## config.mk

```make
export PLATFORM = sky130hd
export DESIGN_NAME = ts_pid_filter
export DESIGN_NICKNAME = d
export VERILOG_FILES = /design/src/rtl/ts_filt_pkg.sv /design/src/rtl/tsf_regs.sv /design/src/rtl/tsf_match.sv /design/src/rtl/tsf_gate.sv /design/src/rtl/tsf_packer.sv /design/src/rtl/ts_pid_filter.sv
export SDC_FILE = /design/constraint.sdc
export NUM_CORES = 1
export LEC_CHECK = 0
export ABC_AREA = 0
export BUFFER_PORTS_ARGS = -buffer_cell sky130_fd_sc_hd__buf_2
export CAP_MARGIN = 20
export CORE_ASPECT_RATIO = 1.75
export CORE_MARGIN = 2
export CORE_UTILIZATION = 40
export CTS_BUF_LIST = sky130_fd_sc_hd__clkbuf_8 sky130_fd_sc_hd__clkbuf_16
export DETAILED_ROUTE_END_ITERATION = 6
export GPL_ROUTABILITY_DRIVEN = 0
export GPL_TIMING_DRIVEN = 0
export SKIP_LAST_GASP = 1
export SYNTH_ARGS = -nofsm -noshare
export SYNTH_HDL_FRONTEND = slang
export SYNTH_HIERARCHICAL = 1
export SYNTH_SLANG_ARGS = --single-unit
```

## constraint.sdc

```tcl
create_clock -name clk -period 6.89 [get_ports clk]
set_clock_uncertainty 0.1 [all_clocks]
set_input_delay 0 -clock clk [delete_from_list [all_inputs] [get_ports clk]]
set_output_delay 0 -clock clk [all_outputs]
set_load 0.03 [all_outputs]
```

## src/rtl/ts_filt_pkg.sv

```systemverilog
// Shared types and constants for the transport stream PID filter.
package ts_filt_pkg;
    localparam int          PID_W     = 13;
    localparam logic [7:0]  SYNC_BYTE = 8'h47;
    localparam int          BIT_NOFIL = 16;
    localparam int          BIT_EN    = 15;
    localparam int          BIT_LE    = 14;
    localparam int          BIT_ALL   = 13;

    typedef struct packed {
        logic             en;
        logic [PID_W-1:0] pid;
    } slot_t;

    typedef struct packed {
        logic nofil;
        logic le;
        logic allfil;
    } mode_t;
endpackage

```

## src/rtl/tsf_regs.sv

```systemverilog
// Slot registers: a shadow copy that software writes and reads back, and an
// applied copy that the filter uses. The applied copy is reloaded only when
// commit is high, which is the start of a packet.
// Assumes NSLOT <= 2**ADDR_W.
module tsf_regs
    import ts_filt_pkg::*;
#(
    parameter int NSLOT  = 8,
    parameter int ADDR_W = 3
) (
    input  logic                clk,
    input  logic                rst_n,
    input  logic                we,
    input  logic [ADDR_W-1:0]   addr,
    input  logic [31:0]         wdata,
    output logic [31:0]         rdata,
    input  logic                commit,
    output slot_t [NSLOT-1:0]   act_slot,
    output mode_t               act_mode
);
    slot_t [NSLOT-1:0] sh_slot;
    mode_t             sh_mode;
    logic              unused_hi;

    assign unused_hi = ^wdata[31:17];

    // Shadow registers take software writes.
    always_ff @(posedge clk) begin
        if (!rst_n) begin
            for (int i = 0; i < NSLOT; i++) sh_slot[i] <= '{en: 1'b0, pid: '1};
            sh_mode <= '{nofil: 1'b0, le: 1'b0, allfil: 1'b1};
        end else if (we) begin
            sh_slot[addr] <= '{en: wdata[BIT_EN], pid: wdata[PID_W-1:0]};
            if (addr == '0)
                sh_mode <= '{nofil: wdata[BIT_NOFIL], le: wdata[BIT_LE], allfil: wdata[BIT_ALL]};
        end
    end

    // Applied copy follows the shadow only at a packet start.
    always_ff @(posedge clk) begin
        if (!rst_n) begin
            for (int i = 0; i < NSLOT; i++) act_slot[i] <= '{en: 1'b0, pid: '1};
            act_mode <= '{nofil: 1'b0, le: 1'b0, allfil: 1'b1};
        end else if (commit) begin
            act_slot <= sh_slot;
            act_mode <= sh_mode;
        end
    end

    // Read-back of the addressed shadow register.
    always_comb begin
        rdata = '0;
        rdata[PID_W-1:0] = sh_slot[addr].pid;
        rdata[BIT_EN]    = sh_slot[addr].en;
        if (addr == '0) begin
            rdata[BIT_NOFIL] = sh_mode.nofil;
            rdata[BIT_LE]    = sh_mode.le;
            rdata[BIT_ALL]   = sh_mode.allfil;
        end
    end

    p_hold_active_r8: assert property (@(posedge clk) disable iff (!rst_n)
        !commit |=> ($stable(act_slot) && $stable(act_mode)));
endmodule

```

## src/rtl/tsf_match.sv

```systemverilog
// Parallel PID compare: hit is high when any enabled slot holds pid.
// Purely combinational, so no clock is needed.
module tsf_match
    import ts_filt_pkg::*;
#(
    parameter int NSLOT = 8
) (
    input  slot_t [NSLOT-1:0]  slot,
    input  logic [PID_W-1:0]   pid,
    output logic               hit
);
    logic [NSLOT-1:0] slot_hit;

    // One comparator for each slot.
    for (genvar g = 0; g < NSLOT; g++) begin : g_cmp
        assign slot_hit[g] = slot[g].en && (slot[g].pid == pid);
    end

    assign hit = |slot_hit;
endmodule

```

## src/rtl/tsf_gate.sv

```systemverilog
// Packet framing, header capture, keep/drop decision and the holding queue.
// Each byte goes into a small queue tagged with its packet. A packet's bytes
// leave the queue once that packet has been judged, which happens at its third
// byte. Assumes PKT_LEN >= 3, DEPTH is a power of two and DEPTH >= 4.
module tsf_gate
    import ts_filt_pkg::*;
#(
    parameter int PKT_LEN = 188,
    parameter int DEPTH   = 4,
    parameter int TAG_W   = 2
) (
    input  logic              clk,
    input  logic              rst_n,
    input  logic              in_valid,
    input  logic              in_sop,
    input  logic [7:0]        in_data,
    output logic [PID_W-1:0]  pid,
    input  logic              hit,
    input  mode_t             mode,
    output logic              out_valid,
    output logic              out_sop,
    output logic [7:0]        out_data,
    output logic              out_le
);
    localparam int NTAG  = 1 << TAG_W;
    localparam int PTR_W = $clog2(DEPTH);
    localparam int IDX_W = $clog2(PKT_LEN + 1);

    logic [IDX_W-1:0] idx;
    logic             in_pkt;
    logic             accept;
    logic             sync_ok;
    logic [4:0]       hdr1;
    logic             decide;
    logic [TAG_W-1:0] cur_tag, nxt_tag;
    logic [NTAG-1:0]  dec_done, keep, le_of;

    logic [7:0]       f_data [DEPTH];
    logic             f_sop  [DEPTH];
    logic [TAG_W-1:0] f_tag  [DEPTH];
    logic [PTR_W-1:0] wr_ptr, rd_ptr;
    logic [PTR_W:0]   cnt;
    logic             pop;

    assign accept  = in_valid && (in_sop || in_pkt);
    assign nxt_tag = cur_tag + 1'b1;
    assign pid     = {hdr1, in_data};
    assign decide  = sync_ok && (mode.nofil || (!mode.allfil && hit));
    assign pop     = (cnt != '0) && dec_done[f_tag[rd_ptr]];

    // Byte position within the packet; bytes past the last one are refused.
    always_ff @(posedge clk) begin
        if (!rst_n) begin
            idx    <= '0;
            in_pkt <= 1'b0;
        end else if (in_valid && in_sop) begin
            idx    <= IDX_W'(1);
            in_pkt <= 1'b1;
        end else if (in_valid && in_pkt) begin
            idx <= idx + 1'b1;
            if (idx == IDX_W'(PKT_LEN - 1)) in_pkt <= 1'b0;
        end
    end

    // Capture the sync check and the upper PID bits.
    always_ff @(posedge clk) begin
        if (!rst_n) begin
            sync_ok <= 1'b0;
            hdr1    <= '0;
        end else if (accept && in_sop) begin
            sync_ok <= (in_data == SYNC_BYTE);
        end else if (accept && idx == IDX_W'(1)) begin
            hdr1 <= in_data[4:0];
        end
    end

    // Verdict for each packet tag; a packet cut short before its third byte is dropped.
    always_ff @(posedge clk) begin
        if (!rst_n) begin
            cur_tag  <= '0;
            dec_done <= '1;
            keep     <= '0;
            le_of    <= '0;
        end else if (accept && in_sop) begin
            if (!dec_done[cur_tag]) begin
                dec_done[cur_tag] <= 1'b1;
                keep[cur_tag]     <= 1'b0;
            end
            dec_done[nxt_tag] <= 1'b0;
            cur_tag           <= nxt_tag;
        end else if (accept && idx == IDX_W'(2)) begin
            dec_done[cur_tag] <= 1'b1;
            keep[cur_tag]     <= decide;
            le_of[cur_tag]    <= mode.le;
        end
    end

    // Queue storage.
    always_ff @(posedge clk) begin
        if (accept) begin
            f_data[wr_ptr] <= in_data;
            f_sop[wr_ptr]  <= in_sop;
            f_tag[wr_ptr]  <= in_sop ? nxt_tag : cur_tag;
        end
    end

    // Queue pointers and occupancy.
    always_ff @(posedge clk) begin
        if (!rst_n) begin
            wr_ptr <= '0;
            rd_ptr <= '0;
            cnt    <= '0;
        end else begin
            if (accept) wr_ptr <= wr_ptr + 1'b1;
            if (pop)    rd_ptr <= rd_ptr + 1'b1;
            cnt <= cnt + (PTR_W+1)'(accept) - (PTR_W+1)'(pop);
        end
    end

    // Output register: a judged byte leaves the queue and is emitted if its packet is kept.
    always_ff @(posedge clk) begin
        if (!rst_n) begin
            out_valid <= 1'b0;
            out_sop   <= 1'b0;
            out_data  <= '0;
            out_le    <= 1'b0;
        end else begin
            out_valid <= pop && keep[f_tag[rd_ptr]];
            out_sop   <= pop && f_sop[rd_ptr];
            out_data  <= f_data[rd_ptr];
            out_le    <= le_of[f_tag[rd_ptr]];
        end
    end

    // Checker: length of the current forwarded run.
    logic [IDX_W-1:0] run_cnt;
    always_ff @(posedge clk) begin
        if (!rst_n)         run_cnt <= '0;
        else if (out_valid) run_cnt <= out_sop ? IDX_W'(1) : run_cnt + 1'b1;
    end

    p_fifo_room_r3: assert property (@(posedge clk) disable iff (!rst_n)
        cnt < (PTR_W+1)'(DEPTH));
    p_run_len_r10: assert property (@(posedge clk) disable iff (!rst_n)
        (out_valid && !out_sop) |-> (run_cnt != '0 && run_cnt < IDX_W'(PKT_LEN)));
    p_lead_sync_r7: assert property (@(posedge clk) disable iff (!rst_n)
        (out_valid && out_sop) |-> (out_data == SYNC_BYTE));
endmodule

```

## src/rtl/tsf_packer.sv

```systemverilog
// Groups the forwarded bytes of a packet into words of BYTES bytes, counting
// from the packet's first byte. The byte order follows byte_le. Assumes the
// packet length is a multiple of BYTES.
module tsf_packer #(
    parameter int BYTES = 4
) (
    input  logic               clk,
    input  logic               rst_n,
    input  logic               byte_valid,
    input  logic               byte_sop,
    input  logic [7:0]         byte_data,
    input  logic               byte_le,
    output logic               word_valid,
    output logic [8*BYTES-1:0] word
);
    localparam int LANE_W = $clog2(BYTES);

    logic [LANE_W-1:0]  lane, lane_nx, pos;
    logic [8*BYTES-1:0] acc, acc_nx;

    // Place the incoming byte in its lane.
    always_comb begin
        lane_nx = byte_sop ? '0 : lane + 1'b1;
        pos     = byte_le ? lane_nx : LANE_W'(BYTES - 1) - lane_nx;
        acc_nx  = acc;
        acc_nx[8*pos +: 8] = byte_data;
    end

    // Accumulate lanes and release a word when the last lane fills.
    always_ff @(posedge clk) begin
        if (!rst_n) begin
            lane       <= '0;
            acc        <= '0;
            word       <= '0;
            word_valid <= 1'b0;
        end else begin
            word_valid <= 1'b0;
            if (byte_valid) begin
                lane <= lane_nx;
                acc  <= acc_nx;
                if (lane_nx == LANE_W'(BYTES - 1)) begin
                    word       <= acc_nx;
                    word_valid <= 1'b1;
                end
            end
        end
    end

    p_word_follows_byte_r9: assert property (@(posedge clk) disable iff (!rst_n)
        word_valid |-> $past(byte_valid));
endmodule

```

## src/rtl/ts_pid_filter.sv

```systemverilog
// Transport stream PID filter top. It joins the slot registers, the matcher,
// the packet gate and the word packer. The applied register copy is refreshed
// on each accepted start-of-packet byte.
module ts_pid_filter #(
    parameter int NSLOT   = 8,
    parameter int ADDR_W  = 3,
    parameter int PKT_LEN = 188,
    parameter int DEPTH   = 4,
    parameter int TAG_W   = 2,
    parameter int BYTES   = 4
) (
    input  logic               clk,
    input  logic               rst_n,
    input  logic               in_valid,
    input  logic               in_sop,
    input  logic [7:0]         in_data,
    input  logic               reg_we,
    input  logic [ADDR_W-1:0]  reg_addr,
    input  logic [31:0]        reg_wdata,
    output logic [31:0]        reg_rdata,
    output logic               out_valid,
    output logic               out_sop,
    output logic [7:0]         out_data,
    output logic               out_word_valid,
    output logic [8*BYTES-1:0] out_word
);
    import ts_filt_pkg::*;

    slot_t [NSLOT-1:0] act_slot;
    mode_t             act_mode;
    logic [PID_W-1:0]  pid;
    logic              hit;
    logic              out_le;

    tsf_regs #(.NSLOT(NSLOT), .ADDR_W(ADDR_W)) u_regs (
        .clk(clk), .rst_n(rst_n), .we(reg_we), .addr(reg_addr),
        .wdata(reg_wdata), .rdata(reg_rdata),
        .commit(in_valid && in_sop),
        .act_slot(act_slot), .act_mode(act_mode)
    );

    tsf_match #(.NSLOT(NSLOT)) u_match (
        .slot(act_slot), .pid(pid), .hit(hit)
    );

    tsf_gate #(.PKT_LEN(PKT_LEN), .DEPTH(DEPTH), .TAG_W(TAG_W)) u_gate (
        .clk(clk), .rst_n(rst_n), .in_valid(in_valid), .in_sop(in_sop),
        .in_data(in_data), .pid(pid), .hit(hit), .mode(act_mode),
        .out_valid(out_valid), .out_sop(out_sop), .out_data(out_data),
        .out_le(out_le)
    );

    tsf_packer #(.BYTES(BYTES)) u_pack (
        .clk(clk), .rst_n(rst_n), .byte_valid(out_valid), .byte_sop(out_sop),
        .byte_data(out_data), .byte_le(out_le),
        .word_valid(out_word_valid), .word(out_word)
    );
endmodule

```

After elaboration in Yosys (flattened, before gate mapping)
Memory sizes are Yosys's and may differ from the RTL's. A register that Yosys moved wholly into a read port is not among the register bits. Index checks and enable logic that the tools add are counted. W data, S select, Z words.

$add $sub $neg: 9. Multipliers: 0. Divide/modulo/power cells: 0. Magnitude comparators: 7. Equal/unequal tests: 14. Shift operators: 2. Multiplexer cells: 45. Bitwise gates (word level): 7. Reduce and logical (&&, ||, !) cells: 40.

Operator list (count): $bwmux W112 (1); $eq A13 B13 Y1 (8); $bmux W14 S3 (1); $demux W14 S3 (1); $neg A5 Y34 (1); $shift A8 B34 Y32 const A (1); $shiftx A8 B34 Y32 (1); $bwmux W32 (1); $mux W4 (8); $mux W14 (2); $logic_and A1 B1 Y1 (22); $mux W2 (8); $mux W1 (15); $reduce_and A2 Y1 (7); $lt A2 B3 Y1 const B (3); $add A2 B1 Y2 const B (4); $add A8 B1 Y8 const B (1); $and A4 B4 Y4 (2); $bmux W1 S2 (4); $bwmux W4 (2); $eq A8 B1 Y1 const B (1); $eq A8 B2 Y1 const B (1); $eq A8 B7 Y1 const B (1); $eq A8 B8 Y1 const B (1); 19 further kinds (27).

Bits in registers: 336. Bits in latches: 0. Memory bits (writable): 44. ROM bits: 0. Input port bits: 48. Output and inout bits: 75. Word-level logic and storage cells: 184. Memories kept: 3.

Memories: u_gate.f_data (words 4, width 8, read ports 1, clocked after memory_dff 1, wr ports 1, line tsf_gate.sv:38) `logic [7:0] f_data [DEPTH];`; u_gate.f_tag (words 4, width 2, read ports 1, clocked after memory_dff 1, wr ports 1, line tsf_gate.sv:40) `logic [TAG_W-1:0] f_tag [DEPTH];`; u_gate.f_sop (words 4, width 1, read ports 1, clocked after memory_dff 1, wr ports 1, line tsf_gate.sv:39) `logic f_sop [DEPTH];`.

Depth between registers and ports, before layout
Gate-level depths: netlist of run 1.

Depth in word-level cells: 10. Mapped depth: 11.

By module
The synthesis of run 1 kept the hierarchy.

Modules (own cells, without submodules): tsf_regs (instances 1, cells an instance 977, area an instance 9283.9 um^2, seq. area each 4604.4 um^2); tsf_gate (instances 1, cells an instance 292, area an instance 3831.2 um^2, seq. area each 2302.2 um^2); tsf_packer (instances 1, cells an instance 372, area an instance 3269.4 um^2, seq. area each 1341.3 um^2); tsf_match (instances 1, cells an instance 159, area an instance 1317.5 um^2, seq. area each 0.0 um^2); ts_pid_filter (instances 1, cells an instance 1, area an instance 6.3 um^2, seq. area each 0.0 um^2).

Worst setup path before layout of run 1
No wires, ideal clock.

Kind: reg-to-reg. From: register u_gate.out_sop. To: register u_pack.word[10]. Setup time: 0.074 ns. Arrival: 2.775 ns. Path slack: 3.940 ns. Stages on the path, launching flop included: 12. Buffers on the path: 5. Clock period less this slack: 2.950 ns. Path through: dfxtp_1 -> clkbuf_1 -> or3_1 -> clkbuf_1 -> buf_2 -> nand2_1 -> ha_1 -> clkbuf_1 -> clkbuf_1 -> nor3b_2 -> nand4_1 -> a31oi_1.

Cells in the longest elaborated chain, start to end: 6. Elaborated cells on any way between the ends: 9.

Ends and longest elaborated chain: from (decl) (line tsf_gate.sv:21) `output logic out_sop,`; from (signal assigned) (line tsf_gate.sv:129) `out_sop <= pop && f_sop[rd_ptr];`; $mux W2 (*) (line tsf_packer.sv:23) `lane_nx = byte_sop ? '0 : lane + 1'b1;`; $sub A2 B2 Y2 (line tsf_packer.sv:24) `pos = byte_le ? lane_nx : LANE_W'(BYTES - 1) - lane_nx;`; $mux W2 (line tsf_packer.sv:24); $neg A5 Y34 (line tsf_packer.sv:26) `acc_nx[8*pos +: 8] = byte_data;`; $shiftx A8 B34 Y32 / $shift A8 B34 Y32 (equally long branches) (line tsf_packer.sv:26); $bwmux W32 (line tsf_packer.sv:26); to (signal assigned) (line tsf_packer.sv:42) `word <= acc_nx;`; to (decl) (line tsf_packer.sv:14) `output logic [8*BYTES-1:0] word`.

Mark *: on every way between the ends. The rest lies on a longest branch, timed or not. A chain may end at the register's enable or synchronous reset.

Worst setup path in the final report of run 1
From: register u_gate.out_sop. To: register u_pack.word[8].

The elaborated chain is that of the path after synthesis.

==> run summary, run 1 <==
crit path time final = 3647 ps
Initial Util = 40.22%
# DRC = 0
CTS clk-pin slew, worst paths = 70 ps
leakage = 8.017 nW
die extent in x = 163.1 um
Worst-Skew Late Latency = 550 ps
Synth cell types = 71
GRT met3 Usage = 2.683%
Synth Flop Type = dfxtp_1
Worst EP arrival = 4010 ps
Reg power frac = 46.9%
n_diodes = 0
post-cts resize count = 0
CP delay by family, top = buffers and inverters
Async SR Flop Fraction = 0%
Hold Fails Final Rpt = 0
number of max-cap violations = 0
Vias = 13690
CTS Buf Count = 39
fin crit share = 52.93%
worst-margin pin slew = 1035 ps
status = finished clean
clock sink total = 390
GRT Util Overall = 23.04%
most frequent cell after synthesis = nand2_1
Synth Cell Area = 17710 um^2
Critical Path Most Common Cell = clkbuf_1
Util after Layout = 46.52%
CP Class = register to register
Die Footprint = 46040 um^2
EDFF count, synth = 44
clk buf depth = 3
post-DP HPWL = 41.09 mm
Worst VDD drop = 229.5 uV
largest family of logic cells by synthesized area = simple AND/OR/NAND/NOR gates
Vias per Instance = 5.325
Final setup viols = 0
CTS root buf = clkbuf_16
CP bufs+invs = 4
Max transition margin = 30.87%
Worst Hold Class = input pin to register
CP max-delay cell = o21ai_1
port buffer count = 78
Area growth syn-to-layout = 15.66%
design area = 20480 um^2
total grt overflow = 0
first-pass GRT wire length = 80.15 mm
Power Density = 256.0 nW/um^2
largest net degree at the start of global routing = 16
simple-gate share of the synthesized area = 20.48%
final WL = 53.05 mm
CP Max Fanout = 10
mux share of post-synthesis cell area = 14.03%
met1 Use GR = 21.08%
cell area after placement = 18880 um^2
total power = 0.005242 W
Post-Synth Adder-Cell Area = 1.244%
CTS tree = yes
total internal power = 0.003851 W
fmax = 0.2742 GHz
delay of the slowest critical-path stage = 550 ps
Final TNS setup = 0 ps
area fraction in compound gates after synthesis = 5.660%
DRT iter0 DRCs = 711
largest cells by area after synthesis = dfxtp_1 (39%), nand2_1 (8.8%), mux2i_1 (8.0%)
Slew Limit Fails = 0
Sw Ratio = 26.54%
Final ANT Viol Nets = 0
M2 GR Usage = 46.56%
leading area contributor after synthesis = dfxtp_1
Yosys reg bits = 390
layout cells sized above 1 = 15.87%
Combinational Power Share = 12.9%
core area = 44030 um^2
CP cell instances = clkbuf_1 > o21ai_1 > clkbuf_1 > nand2_1 > ha_1 > clkbuf_1 > clkbuf_1 > nor3b_2 > nand4_1 > a31oi_1
Critical Path Source Type = register
vias in the first global route = 13740
DR pass1 iterations = 5
routed length per placed instance = 20.64 um
NetSw = 0.001391 W
FP Rows = 102
sequential share of the synthesized area = 46.58%
crit end category = register
post-synthesis xor/xnor area fraction = 6.027%
top cell type's share of synthesized area = 39.12%
RSZ-0062 raised after global routing = no
Die Ht = 282.3 um
final net count = 2036
IO Pins = 123
Avg Inst Size Synth = 9.832 um^2
Clock power frac = 40.3%
Yosys warnings = 6
Req. time, crit path = 7250 ps
grt peak-use layer = met2
Syn Inst Count = 1801
Synth top cells by count = nand2_1 (416), dfxtp_1 (346), mux2i_1 (142)
CTS H-tree lvls = 2
initial antenna violation count = 0
==> per-layer routing <==
layer,share of wire (%),vias to the layer above,wire [um]
met5,0,-,0
met4,7.2,0,3805
met3,3.4,161,1820
met2,57,408,29980
met1,33,6576,17450
li1,-,6540,-
==> worst reg2reg max path: stages, from the launching register on <==
cell and delay (ps):
dfxtp_1 360, clkbuf_1 230, o21ai_1 550, clkbuf_1 400
nand2_1 190, ha_1 320, clkbuf_1 230, clkbuf_1 300
nor3b_2 530, nand4_1 180, a31oi_1 190
==> path summary, 6_finish.rpt <==
kind                    from                 to  slack (ps)  cells after the start
min reg2reg  u_gate/le_of[1]    u_gate/le_of[1]         360                      2
min            reg_wdata[16]  u_regs/sh_mode[2]         150                      4
max           u_gate/out_sop     u_pack/word[8]        3240                     10
max reg2reg   u_gate/out_sop     u_pack/word[8]        3240                     10
==> cells by family after synthesis <==
group	after synthesis
mux	195
xor+xnor	121
other cells	1
simple gates	758
fa+ha+maj	17
flops	390
compound gates	137
buf+inv	182
==> cell type report <==
type                    count  area (um^2)
clock inverters            25        209.0
flip-flops and latches    390         8248
inverters                  15        56.30
repair buffers            115        753.2
fillers                  4217        23550
plain buffers             167        999.7
multi-input cells        1243         8457
well taps                 572        715.7
clock buffers              43         1042
==> flip-flops by register name (all words and copies together) (netlist names), 2 cells and up, named ones only <==
register / flops
u_gate/rd_ptr: 2
u_gate/f_tag: 8
u_gate/le_of: 4
u_gate/cnt: 3
u_gate/wr_ptr: 2
u_regs/sh_mode: 3
u_gate/f_data: 32
u_pack/lane: 2
u_gate/hdr1: 5
u_regs/sh_slot: 112
u_regs/act_mode: 3
u_gate/keep: 4
u_pack/word: 32
u_regs/act_slot: 112
u_gate/dec_done: 3
u_gate/cur_tag: 2
u_pack/acc: 32
u_gate/f_sop: 4
u_gate/idx: 8
u_gate/out_data: 8
==> power groups by stage <==
| stage | Sequential [W] | Combinational [W] | Clock, W |
|---|---|---|---|
| floorplan | 0.00249 | 0.000460 | 0 |
| global placement | 0.00250 | 0.000642 | 0 |
| detailed placement | 0.00251 | 0.000658 | 0 |
| CTS | 0.00246 | 0.000676 | 0.00216 |
| global route | 0.00246 | 0.000727 | 0.00225 |
| finish | 0.00246 | 0.000674 | 0.00211 |
==> cells in the final DEF, fill, tap and decap left out, drive strengths merged, types with 44 or more instances in the layout <==
cell type	n
nand2	416
dfxtp	346
buf	185
mux2i	142
nand3	117
xnor2	106
clkbuf	106
nand4	54
nor2	46
edfxtp	44
==> repair_timing <==
item                                   CTS  global route
endpoints found under the hold margin  178             0
setup buffers                            0             0
hold buffers                            34             0
==> stage by stage <==
step | hold slack (ps) | setup slack (ps) | cells
6_report | 152.7 | 3243 | 2570
5_1_grt | 174.0 | 3017 | 2570
4_1_cts | 138.0 | 3227 | 2569
3_5_place_dp | 131.1 | 3260 | 2467
3_3_place_gp | 116.7 | 3354 | 2465
2_1_floorplan | -1.131 | 3940 | 1815
Power figures use the tool's default switching activity.
==> run 2: changes to the inputs <==
==> constraint.sdc (replaced) <==
create_clock -name clk -period 3.2 [get_ports clk]
set_clock_uncertainty 0.1 [all_clocks]
set_input_delay 0 -clock clk [delete_from_list [all_inputs] [get_ports clk]]
set_output_delay 0 -clock clk [all_outputs]
set_load 0.03 [all_outputs]
==> run summary, run 2 (synthesis gave the netlist of run 1 again) <==
Worst-Skew Late Latency = 550 ps (about the same)
met1 WL = 17.57 mm (was 17.45 mm)
post-place setup slack = -429.9 ps (was 3260 ps)
Worst Hold Class = input pin to register (unchanged)
CTS tree = yes (unchanged)
CTS H-tree lvls = 2 (unchanged)
Die Footprint = 46040 um^2 (unchanged)
Util after Layout = 46.60% (was 46.52%)
CP Max Fanout = 10 (unchanged)
CP delay by family, top = simple AND/OR/NAND/NOR gates (was buffers and inverters)
Top Layer Used = met4 (unchanged)
CTS Buf Count = 39 (unchanged)
IO Pins = 123 (unchanged)
cell area after placement = 18880 um^2 (unchanged)
Power Density = 550.8 nW/um^2 (was 256.0 nW/um^2)
crit path time final = 2998 ps (was 3647 ps)
commonest cells after routing, fill and taps aside = nand2_1 (416), dfxtp_1 (346), mux2i_1 (142), buf_2 (118), nand3_1 (117) (unchanged)
final net count = 2036 (unchanged)
fin worst setup slack = 201.5 ps (was 3243 ps)
routed length per placed instance = 20.69 um (was 20.64 um)
clk buf depth = 3 (unchanged)
Worst EP arrival = 3360 ps (was 4010 ps)
CTS root buf = clkbuf_16 (unchanged)
Vias = 13680 (was 13690)
n_diodes = 0 (unchanged)
# DRC = 1 (was 0)
Area growth syn-to-layout = 15.87% (was 15.66%)
port buffer count = 78 (unchanged)
vias in the first global route = 13720 (was 13740)
CP bufs+invs = 4 (unchanged)
final WL = 53.17 mm (was 53.05 mm)
Worst VDD drop = 495.3 uV (was 229.5 uV)
Initial Util = 40.22% (unchanged)
status = complete, but fails checks (was finished clean)
Final ANT Viol Nets = 0 (unchanged)
fin crit share = 93.70% (was 52.93%)
largest net degree at the start of global routing = 16 (unchanged)
CP Class = register to register (unchanged)
fmax = 0.3335 GHz (was 0.2742 GHz)
design area = 20520 um^2 (was 20480 um^2)
DRT iter0 DRCs = 687 (was 711)
crit end category = register (unchanged)
clock sink total = 390 (unchanged)
total grt overflow = 0 (unchanged)
Slew Limit Fails = 0 (unchanged)
CP cell instances = clkbuf_2 > or3_4 > buf_2 > nand2_1 > ha_1 > clkbuf_1 > clkbuf_2 > nor3b_4 > nand4_1 > a21boi_0 (was clkbuf_1 > o21ai_1 > clkbuf_1 > nand2_1 > ha_1 > clkbuf_1 > clkbuf_1 > nor3b_2 > nand4_1 > a31oi_1)
die extent in x = 163.1 um (unchanged)
Final setup viols = 0 (unchanged)
top flop regs = u_regs/act_slot x112, u_regs/sh_slot x112 (unchanged)
Max transition margin = 30.77% (was 30.87%)
Hold Fails Final Rpt = 0 (unchanged)
initial antenna violation count = 0 (unchanged)
DR pass1 iterations = 7 (was 5)
Critical Path Most Common Cell = clkbuf_2 (was clkbuf_1)
metal2 WL = 29.96 mm (was 29.98 mm)
routed length on met3 = 1.746 mm (was 1.820 mm)
number of max-cap violations = 0 (unchanged)
GRT Util Overall = 23.06% (was 23.04%)
commonest non-fill, non-tap cell in the layout = nand2_1 (unchanged)
Vias per Instance = 5.321 (was 5.325)
layout cells sized above 1 = 16.22% (was 15.87%)
leakage = 8.034 nW (was 8.017 nW)
Critical Path Source Type = register (unchanged)
core area = 44030 um^2 (unchanged)
post-DP HPWL = 41.09 mm (unchanged)
Final TNS setup = 0 ps (unchanged)
Die Ht = 282.3 um (unchanged)
worst-margin pin slew = 1036 ps (was 1035 ps)
violated checks = DRC
FP Rows = 102 (unchanged)
Req. time, crit path = 3560 ps (was 7250 ps)
first-pass GRT wire length = 80.20 mm (was 80.15 mm)
delay of the slowest critical-path stage = 420 ps (was 550 ps)
CP max-delay cell = or3_4 (was o21ai_1)
CTS clk-pin slew, worst paths = 70 ps (about the same)
[run 2: report_power, final]
| part | leakage, nW | internal, W | switching, W |
|---|---|---|---|
| combinational | 4.18 | 0.000606 | 0.000858 |
| clock | 0.644 | 0.00259 | 0.00196 |
| sequential | 3.21 | 0.00511 | 0.000181 |
| total | 8.03 | 0.00830 | 0.00300 |
[run 2: path summary, 6_finish.rpt]
kind                         from                end  slack, ps  cells past startpoint
hold / removal      reg_wdata[16]  u_regs/sh_mode[2]        150                      4
setup reg to reg   u_gate/out_sop     u_pack/acc[20]        200                     10
setup / recovery   u_gate/out_sop     u_pack/acc[20]        200                     10
hold reg to reg   u_gate/le_of[1]    u_gate/le_of[1]        360                      2
[run 2: timing repair]
item / 4_1_cts / 5_1_grt
resized for setup: 6 / 3
pin swaps: 1 / 1
gates cloned: 0 / 0
endpoints found under the hold margin: 178 / 0
setup buffers: 1 / 0
hold buffers: 34 / 0
setup endpoints to repair: 43 / 28
[run 2: worst reg2reg max path: stages, from the launching register on]
cell      delay [ps]
dfxtp_1          360
clkbuf_2         220
or3_4            420
buf_2            210
nand2_1          140
ha_1             240
clkbuf_1         230
clkbuf_2         290
nor3b_4          360
nand4_1          150
a21boi_0         200
[run 2: per-layer routing]
| metal | up-vias | global-route usage, % |
|---|---|---|
| met2 | 405 | 46.56 |
| met5 | - | 0 |
| met3 | 169 | 2.683 |
| li1 | 6528 | - |
| met1 | 6574 | 21.10 |
| met4 | 0 | 15.14 |
[run 2: cell type report]
cell class                      count  area (um^2)
Buffer                            166         1001
Clock buffer                       43         1042
Clock inverter                     25        209.0
Fill cell                        4217        23510
Inverter                           15        56.30
Multi-Input combinational cell   1243         8486
Sequential cell                   390         8248
Tap cell                          572        715.7
Timing Repair Buffer              116        760.7
[run 2: through the flow]
| step | hold slack [ps] | std cells | power [W] |
|---|---|---|---|
| after global routing | 174.0 | 2570 | 0.01173 |
| after CTS | 138.0 | 2569 | 0.01140 |
| after global placement | 116.7 | 2465 | 0.006774 |
| after detailed placement | 131.1 | 2467 | 0.006813 |
| after floorplan | -1.131 | 1815 | 0.006354 |
| final | 151.6 | 2570 | 0.01130 |
==> run 3: changes to the inputs <==
--- a/config.mk
+++ b/config.mk
@@ -8,13 +8,16 @@
 export ABC_AREA = 0
 export BUFFER_PORTS_ARGS = -buffer_cell sky130_fd_sc_hd__buf_2
 export CAP_MARGIN = 20
+export CELL_PAD_IN_SITES_DETAIL_PLACEMENT = 0
+export CELL_PAD_IN_SITES_GLOBAL_PLACEMENT = 2
 export CORE_ASPECT_RATIO = 1.75
 export CORE_MARGIN = 2
-export CORE_UTILIZATION = 40
+export CORE_UTILIZATION = 35
 export CTS_BUF_LIST = sky130_fd_sc_hd__clkbuf_8 sky130_fd_sc_hd__clkbuf_16
 export DETAILED_ROUTE_END_ITERATION = 6
 export GPL_ROUTABILITY_DRIVEN = 0
 export GPL_TIMING_DRIVEN = 0
+export PLACE_DENSITY_LB_ADDON = 0.1
 export SKIP_LAST_GASP = 1
 export SYNTH_ARGS = -nofsm -noshare
 export SYNTH_HDL_FRONTEND = slang
==> constraint.sdc (replaced) <==
create_clock -name clk -period 2.7 [get_ports clk]
set_clock_uncertainty 0.1 [all_clocks]
set_input_delay 0 -clock clk [delete_from_list [all_inputs] [get_ports clk]]
set_output_delay 0 -clock clk [all_outputs]
set_load 0.03 [all_outputs]
==> run summary, run 3 (synthesis gave the netlist of run 1 again) <==
Final setup viols = 0 (unchanged)
post-place setup slack = -601.0 ps (was -429.9 ps)
fin worst setup slack = 63.26 ps (was 201.5 ps)
commonest cells after routing, fill and taps aside = nand2_1 (415), dfxtp_1 (344), mux2i_1 (140), buf_2 (117), nand3_1 (117) (was nand2_1 (416), dfxtp_1 (346), mux2i_1 (142), buf_2 (118), nand3_1 (117))
register area = 8255 um^2 (was 8248 um^2)
crit end category = register (unchanged)
largest net degree at the start of global routing = 15 (was 16)
Hold Startpoint = in_data[5] (was reg_wdata[16])
DRT iter0 DRCs = 850 (was 687)
vias in the first global route = 13600 (was 13720)
initial antenna violation count = 0 (unchanged)
Worst VDD drop = 425.0 uV (was 495.3 uV)
port buffer count = 78 (unchanged)
worst-margin pin slew = 763.6 ps (was 1036 ps)
die extent in x = 174.0 um (was 163.1 um)
number of max-cap violations = 0 (unchanged)
Slew Limit Fails = 0 (unchanged)
post-DP HPWL = 48.05 mm (was 41.09 mm)
Final TNS setup = 0 ps (unchanged)
CTS tree = yes (unchanged)
GRT Util Overall = 23.59% (was 23.06%)
Die Footprint = 52480 um^2 (was 46040 um^2)
GRT met3 Usage = 2.257% (was 2.683%)
FP Rows = 109 (was 102)
layout cells sized above 1 = 16.92% (was 16.22%)
Worst EP arrival = 2940 ps (was 3360 ps)
Critical Path Source Type = register (unchanged)
CP max-delay cell = mux4_2 (was or3_4)
final WL = 62.59 mm (was 53.17 mm)
CTS clk-pin slew, worst paths = 60 ps (was 70 ps)
M2 GR Usage = 47.75% (was 46.56%)
Final ANT Viol Nets = 0 (unchanged)
DR pass1 iterations = 5 (was 7)
final net count = 2047 (was 2036)
routed length per placed instance = 23.39 um (was 20.69 um)
clock sink total = 390 (unchanged)
CTS H-tree lvls = 2 (unchanged)
Max transition margin = 48.38% (was 30.77%)
total grt overflow = 0 (unchanged)
RSZ-0062 raised after global routing = yes
grt peak-use layer = met2 (unchanged)
Vias per Instance = 5.055 (was 5.321)
worst reg2reg path depth = 9 (was 10)
fin crit share = 97.66% (was 93.70%)
delay of the slowest critical-path stage = 590 ps (was 420 ps)
fin cells = 2676 (was 2570)
# DRC = 0 (was 1)
Critical Path Sink = u_gate/cnt[2] (was u_pack/acc[20])
Worst-Skew Late Latency = 540 ps (was 550 ps)
CTS Buf Count = 40 (was 39)
met1 Use GR = 24.14% (was 21.10%)
CTS root buf = clkbuf_16 (unchanged)
top flop regs = u_regs/act_slot x112, u_regs/sh_slot x112 (unchanged)
r2r setup slk = 60 ps (was 200 ps)
Hold Fails Final Rpt = 0 (unchanged)
Req. time, crit path = 3000 ps (was 3560 ps)
status = finished clean (was complete, but fails checks)
area of the multi-input gates = 8548 um^2 (was 8486 um^2)
fmax = 0.3793 GHz (was 0.3335 GHz)
Die Ht = 301.6 um (was 282.3 um)
core area = 50190 um^2 (was 44030 um^2)
placed cell count = 2559 (was 2467)
crit path time final = 2637 ps (was 2998 ps)
clk buf depth = 3 (unchanged)
CP Class = register to register (unchanged)
Area growth syn-to-layout = 17.60% (was 15.87%)
filler cell count = 5080 (was 4217)
Vias = 13530 (was 13680)
commonest non-fill, non-tap cell in the layout = nand2_1 (unchanged)
Power Density = 651.5 nW/um^2 (was 550.8 nW/um^2)
IO Pins = 123 (unchanged)
leakage = 8.096 nW (was 8.034 nW)
Critical Path Most Common Cell = ha_1 (was clkbuf_2)
first-pass GRT wire length = 90.82 mm (was 80.20 mm)
Initial Util = 35.28% (was 40.22%)
reg2reg end = u_gate/cnt[2] (was u_pack/acc[20])
CP cell instances = mux4_2 > mux2i_2 > o22ai_4 > ha_1 > inv_1 > ha_1 > fa_1 > xnor2_1 > nor2_1 (was clkbuf_2 > or3_4 > buf_2 > nand2_1 > ha_1 > clkbuf_1 > clkbuf_2 > nor3b_4 > nand4_1 > a21boi_0)
n_diodes = 0 (unchanged)
CP Max Fanout = 4 (was 10)
Worst Hold Class = input pin to register (unchanged)
## run 3: changes by cell type in the layout (fill, tap and decap cells not counted), moves of 3 or more
cell           delta
buf_4             +5
clkbuf_2          -3
clkbuf_8          +5
dlygate4sd3_1     +7
clkbuf_4          +3
a311oi_1          -3
inv_1             +3
a311oi_2          +3
## run 3: area by class of cell
| type | instances | area share [%] |
|---|---|---|
| clock buffer | 48 | 5.389 |
| sequential | 390 | 39.64 |
| tap | 666 | 4.001 |
| inverter | 15 | 0.2704 |
| timing repair buffer | 128 | 4.188 |
| multi-input combinational | 1243 | 41.05 |
| clock inverter | 22 | 0.5948 |
| buffer | 164 | 4.867 |
## run 3: worst min-delay path by stage
stage	cells after the start	end	slack (ps)
2_1_floorplan	0	u_gate/f_data[0][0]	-1
3_3_place_gp	3	u_regs/sh_mode[0]	110
3_5_place_dp	3	u_regs/sh_mode[0]	110
4_1_cts	2	u_gate/f_data[0][5]	150
5_1_grt	2	u_gate/f_data[0][5]	170
6_report	2	u_gate/f_data[0][5]	160
## run 3: power breakdown
| group | total [W] | switching (W) | internal [W] | leakage [nW] |
|---|---|---|---|---|
| combinational | 0.00184 | 0.00105 | 0.000787 | 4.22 |
| clock | 0.00539 | 0.00235 | 0.00303 | 0.659 |
| sequential | 0.00634 | 0.000282 | 0.00606 | 3.21 |
| total | 0.0136 | 0.00369 | 0.00988 | 8.10 |
## run 3: metrics by stage
stage / power, W / hold slack [ps] / cell area (um^2) / util, %
floorplan: 0.007543 / -1.131 / 17780 / -
global placement: 0.008171 / 114.9 / 19000 / 37.87
detailed placement: 0.008187 / 113.5 / 19000 / 37.87
CTS: 0.01372 / 147.2 / 20730 / 41.30
global route: 0.01410 / 170.8 / 20830 / 41.49
finish: 0.01357 / 164.9 / 20830 / 41.49
## run 3: what timing repair did
item / in CTS / in global routing
pin swaps: 1 / 5
buffers inserted: 2 / 3
setup endpoints to repair: 58 / 39
hold buffers: 41 / 0
endpoints found under the hold margin: 168 / 0
gates resized for setup: 20 / 11
## run 3: worst max-delay path: cells and delay by family, from the launching register on
family | cells | cell delay (ps)
flops | 1 | 370
compound gates | 1 | 120
xor+xnor | 1 | 150
mux | 2 | 850
fa+ha+maj | 3 | 830
buf+inv | 1 | 40
simple gates | 1 | 50
## run 3: layer usage
metal,share of wire (%),routed length (um)
met1,36,22660
met2,56,35160
met3,3.3,2045
met4,4.4,2730
met5,0,0
